File: src/rtl/wp_pkg.sv
package wp_pkg;

  typedef struct packed {
    logic       lock_en;
    logic [1:0] rng_code;
  } prot_bits_t;

  localparam int LOCK_BIT = 7;
  localparam int CODE_HI  = 3;
  localparam int CODE_LO  = 2;
  localparam int WE_BIT   = 1;

  function automatic logic [7:0] pack_status(prot_bits_t p, logic we);
    logic [7:0] s;
    s           = '0;
    s[LOCK_BIT] = p.lock_en;
    s[CODE_HI]  = p.rng_code[1];
    s[CODE_LO]  = p.rng_code[0];
    s[WE_BIT]   = we;
    return s;
  endfunction

  function automatic prot_bits_t unpack_write(logic [7:0] d);
    prot_bits_t p;
    p.lock_en  = d[LOCK_BIT];
    p.rng_code = d[CODE_HI:CODE_LO];
    return p;
  endfunction

endpackage

File: src/rtl/wp_range_decode.sv
module wp_range_decode #(
  parameter int ADDR_W = 15
) (
  input  logic [ADDR_W-1:0] addr,
  input  logic [1:0]        code,
  output logic              hit
);
  localparam int TOP = ADDR_W - 1;

  always_comb begin
    unique case (code)
      2'b00:   hit = 1'b0;
      2'b01:   hit = addr[TOP] & addr[TOP-1];
      2'b10:   hit = addr[TOP];
      default: hit = 1'b1;
    endcase
  end
endmodule

File: src/rtl/wp_hw_qual.sv
module wp_hw_qual (
  input  logic guard_n,
  input  logic lock_en,
  output logic hw_lock
);
  assign hw_lock = ~guard_n & lock_en;
endmodule

File: src/rtl/wp_status_regs.sv
module wp_status_regs
  import wp_pkg::*;
#(
  parameter logic [1:0] INIT_CODE = 2'b00,
  parameter logic       INIT_LOCK = 1'b0
) (
  input  logic       clk,
  input  logic       rst_n,
  input  logic       load,
  input  prot_bits_t din,
  output prot_bits_t q
);
  always_ff @(posedge clk or negedge rst_n) begin
    if (!rst_n) begin
      q.lock_en  <= INIT_LOCK;
      q.rng_code <= INIT_CODE;
    end else if (load) begin
      q <= din;
    end
  end

  AST_HOLD_WITHOUT_LOAD: assert property (@(posedge clk) disable iff (!rst_n)
    !load |=> $stable(q));
endmodule

File: src/rtl/wp_status_ctrl.sv
module wp_status_ctrl
  import wp_pkg::*;
#(
  parameter int         ADDR_W    = 15,
  parameter logic [1:0] INIT_CODE = 2'b00,
  parameter logic       INIT_LOCK = 1'b0
) (
  input  logic              clk,
  input  logic              rst_n,
  input  logic              we_flag,
  input  logic              hw_guard_n,
  input  logic              sr_wr_req,
  input  logic [7:0]        sr_wr_data,
  input  logic              arr_wr_req,
  input  logic [ADDR_W-1:0] arr_addr,
  output logic              sr_update,
  output logic              arr_write_ok,
  output logic              req_accept,
  output logic              req_reject,
  output logic [7:0]        status_out
);
  prot_bits_t prot_q;
  logic range_hit, hw_lock;
  logic any_req, lone_sr, lone_arr, sr_grant, arr_grant, grant;

  wp_range_decode #(.ADDR_W(ADDR_W)) u_range (
    .addr(arr_addr), .code(prot_q.rng_code), .hit(range_hit)
  );

  wp_hw_qual u_qual (
    .guard_n(hw_guard_n), .lock_en(prot_q.lock_en), .hw_lock(hw_lock)
  );

  wp_status_regs #(.INIT_CODE(INIT_CODE), .INIT_LOCK(INIT_LOCK)) u_regs (
    .clk(clk), .rst_n(rst_n), .load(sr_grant),
    .din(unpack_write(sr_wr_data)), .q(prot_q)
  );

  assign any_req   = sr_wr_req | arr_wr_req;
  assign lone_sr   = sr_wr_req & ~arr_wr_req;
  assign lone_arr  = arr_wr_req & ~sr_wr_req;
  assign sr_grant  = lone_sr & we_flag & ~hw_lock;
  assign arr_grant = lone_arr & we_flag & ~range_hit;
  assign grant     = sr_grant | arr_grant;

  always_ff @(posedge clk or negedge rst_n) begin
    if (!rst_n) begin
      sr_update    <= 1'b0;
      arr_write_ok <= 1'b0;
      req_accept   <= 1'b0;
      req_reject   <= 1'b0;
    end else begin
      sr_update    <= sr_grant;
      arr_write_ok <= arr_grant;
      req_accept   <= grant;
      req_reject   <= any_req & ~grant;
    end
  end

  assign status_out = pack_status(prot_q, we_flag);

  AST_ONE_OUTCOME: assert property (@(posedge clk) disable iff (!rst_n)
    any_req |=> $countones({req_accept, req_reject}) == 1);
  AST_IDLE_QUIET: assert property (@(posedge clk) disable iff (!rst_n)
    !any_req |=> !req_accept && !req_reject);
  AST_PROT_BLOCK: assert property (@(posedge clk) disable iff (!rst_n)
    arr_wr_req && range_hit |=> !arr_write_ok && req_reject);
  AST_LOCK_FREEZE: assert property (@(posedge clk) disable iff (!rst_n)
    sr_wr_req && hw_lock |=> $stable(prot_q) && !sr_update);
  AST_NO_WE_REJECT: assert property (@(posedge clk) disable iff (!rst_n)
    any_req && !we_flag |=> req_reject);
  AST_DUAL_REJECT: assert property (@(posedge clk) disable iff (!rst_n)
    sr_wr_req && arr_wr_req |=> req_reject && $stable(prot_q));
endmodule

File: config.mk
export PLATFORM = sky130hd
export DESIGN_NAME = wp_status_ctrl
export DESIGN_NICKNAME = d
export VERILOG_FILES = /design/src/rtl/wp_pkg.sv /design/src/rtl/wp_range_decode.sv /design/src/rtl/wp_hw_qual.sv /design/src/rtl/wp_status_regs.sv /design/src/rtl/wp_status_ctrl.sv
export SDC_FILE = /design/constraint.sdc
export NUM_CORES = 1
export LEC_CHECK = 0
export ABC_CLOCK_PERIOD_IN_PS = 3110
export BUFFER_PORTS_ARGS = -buffer_cell sky130_fd_sc_hd__buf_4
export CAP_MARGIN = 30
export CORE_AREA = 5 5 42 44
export CTS_CLUSTER_SIZE = 14
export DETAILED_ROUTE_END_ITERATION = 12
export DIE_AREA = 0 0 47 49
export PLACE_DENSITY = 0.69
export SETUP_SLACK_MARGIN = 0.3
export SLEW_MARGIN = 20
export SYNTH_ARGS = -nofsm -noshare
export SYNTH_HDL_FRONTEND = slang
export SYNTH_SLANG_ARGS = --single-unit
File: constraint.sdc
create_clock -name clk -period 3.11 [get_ports clk]
set_clock_uncertainty 0.1 [all_clocks]
set_input_delay 0.933 -clock clk [delete_from_list [all_inputs] [get_ports clk]]
set_output_delay 0.933 -clock clk [all_outputs]
set_load 0.01 [all_outputs]
==> parameters.txt <==
Parameter                              Value

Synth
  Area share of the largest cell type after synthesis    0.507
  Post-synthesis cell area    about 350 µm²
  Cell count after synthesis    27
  Cell types occupying the most area after synthesis    sky130_fd_sc_hd__dfrtp_1, sky130_fd_sc_hd__buf_4, sky130_fd_sc_hd__mux2_4, sky130_fd_sc_hd__a21boi_4, sky130_fd_sc_hd__a221oi_2
  Number of warnings issued by yosys    0
  Async set-reset flop share out of synthesis    1.00
  Post-synthesis cell type count    15
  Top cells by count, synth    sky130_fd_sc_hd__dfrtp_1, sky130_fd_sc_hd__buf_4, sky130_fd_sc_hd__mux2_4
  Number of enable-type register cells in the synthesized netlist    0
  Predominant post-synthesis flop cell    sky130_fd_sc_hd__dfrtp_1
  Sequential fraction of the synthesis area    0.507
  Area leader, netlist    sky130_fd_sc_hd__dfrtp_1
  Register bit count reported by yosys    7
  Count leader, synth    sky130_fd_sc_hd__dfrtp_1
  Syn Area/Cell    12.8 µm²

Pwr
  Pwr dens    about 530 mW/mm²
  Overall power of the completed layout    0.000262 W
  Leakage power    0.260 nW
  Worst VDD drop    120 µV

Timing
  Hold slack final    ~0.38 ns
  Top achievable clock speed    451 MHz
  Setup repair after global routing missed its margin    no
  Final hold violations    0
  Final setup viols    0
  Final min period    ~2.2 ns
  Pins Over Slew Limit    0
  Ratio of final minimum period to clock period    0.712
  Final-layout setup total negative slack    0 ns

Global routing
  Antenna violations before repair    0
  Combined global-route utilization of all metal layers    0.0703
  GRT overflow    0
  Vias in the first global route    284
  Pin count of the biggest net entering global routing    8
  First-pass GRT wire length    1.08 mm

Clocking
  Clock latency at the later pin of the worst-skew pair    0.25 ns
  Clock sink count    7
  Setup fix buffers added after clock tree synthesis    0
  H-Tree Level Count    1
  Number of buffers added by the clock tree synthesis step    3
  Post-cts repair resize count    0
  Count of hold buffers inserted by post-cts repair    0
  Number of buffers on the longest clock path    2
  Master cell of the clock root buffer    sky130_fd_sc_hd__clkbuf_4
  Clock slew at the register clock pins of the worst setup and hold paths    0.05 ns
  Clock tree from TritonCTS    yes

Route
  Remaining antenna violation count    0
  Average wire per cell in the routed design    around 11 µm
  Iteration-0 DRC Markers    2
  Post-Route WL    696 µm
  Total DRC errors in the routed layout    0
  Via-to-Cell Ratio    about 4.2
  Via count    260
  Number of iterations in the first detailed-routing pass    2

Outcome
  Result of the run    complete, no violations

Worst setup path
  CP delay by family, top    buffers and inverters
  Startpoint type of the worst setup path    input port
  R2r setup slk    1.89 ns
  Largest stage delay on the critical path    0.13 ns
  Slowest stage cell on the critical path    sky130_fd_sc_hd__buf_4
  Data required, critical path    about 2.1 ns
  Worst Path Max Fanout    3
  Depth of the critical timing path with buffers and inverters included    2
  Critical path type    input port to output port
  Worst-case reg-to-reg path depth    3
  Number of buffers and inverters on the critical path    2
  Cell chain of the critical path    buf_4 > buf_4
  Crit. End Element    output port
  Cell repeated most along the worst path    sky130_fd_sc_hd__buf_4
  Data arrival time of the worst path    1.18 ns

Cells and area
  Total of fill cells in the finished design    approximately 150
  Area overhead of the layout relative to synthesis    42.8%
  Total area of multi-input combinational cells    133 µm²
  # diodes    0
  Nets    76
  Flip-flop and latch area    ~180 µm²
  Ratio of cells with drive above 1 in the final layout    0.609

Die
  Boundary Pins    41
  Num rows    14
  Floorplan core area    about 0.0014 mm²
  Vertical die dimension    just under 50 µm
  Effective utilization at floorplan    0.246
  Floorplan die area    0.00230 mm²
  Die boundary width    47 µm

Placement
  Number of port buffers    18
  Global placement routability congestion    roughly 0.56

Worst hold path
  Worst hold path type    input port to asynchronous set/reset pin

Job
  Reported max-cap violation count    0
sequential cells by signal (all words and copies together) (netlist names):
name          cells
arr_write_ok      1
u_regs.q          3
req_accept        1
sr_update         1
req_reject        1
routing by layer:
metal  track usage  up-vias  share of wire
met5             0        -              0
met4        0.0968        0          0.027
met3       0.00369        2          0.078
met2         0.118       12           0.58
met1        0.0564      128           0.31
li1              -      118              -
cell families (layout without fill, tap and decap cells):
logic type	after synthesis	in the layout	synth area share
muxes	2	2	0.0870
other	1	4	0.0109
AOI/OAI and AO/OA	4	4	0.149
and+or+nand+nor	6	6	0.105
DFF	7	7	0.507
buffers and inverters	7	23	0.141
path summary, 6_finish.rpt:
| kind | from | end |
|---|---|---|
| setup / recovery | we_flag | status_out[1] |
| hold / removal | rst_n | req_accept |
| setup reg to reg | u_regs.q[1] | req_reject |
| hold reg to reg | u_regs.q[0] | arr_write_ok |
| max in group asynchronous | rst_n | sr_update |
| min in group clk | u_regs.q[0] | arr_write_ok |
through the flow:
step	cells	utilization	cell area [µm²]	setup WS [ns]
after floorplan	30	-	357	1.02
after global placement	58	0.333	467	0.895
after detailed placement	58	0.333	467	0.895
after CTS	62	0.352	493	0.894
after global routing	62	0.352	493	0.884
final	62	0.352	493	0.895
cell usage in the layout, fill, tap and decap left out, types with 2 or more instances in the layout:
cell	netlist	routed
sky130_fd_sc_hd__buf_4	6	18
sky130_fd_sc_hd__clkbuf_4	0	3
sky130_fd_sc_hd__conb_1	1	4
sky130_fd_sc_hd__dfrtp_1	7	7
sky130_fd_sc_hd__mux2_4	2	2
power breakdown:
group          switching, W  internal, W
combinational     0.0000251    0.0000400
sequential        0.0000123     0.000104
clock             0.0000319    0.0000489
cell type report:
class                      count  area share
inverter                       1     0.00761
sequential                     7       0.355
clock buffer                   4      0.0533
tap                           16      0.0406
multi-input combinational     16       0.269
timing repair buffer          18       0.274
No activity file was read; power rests on OpenSTA's default activity.
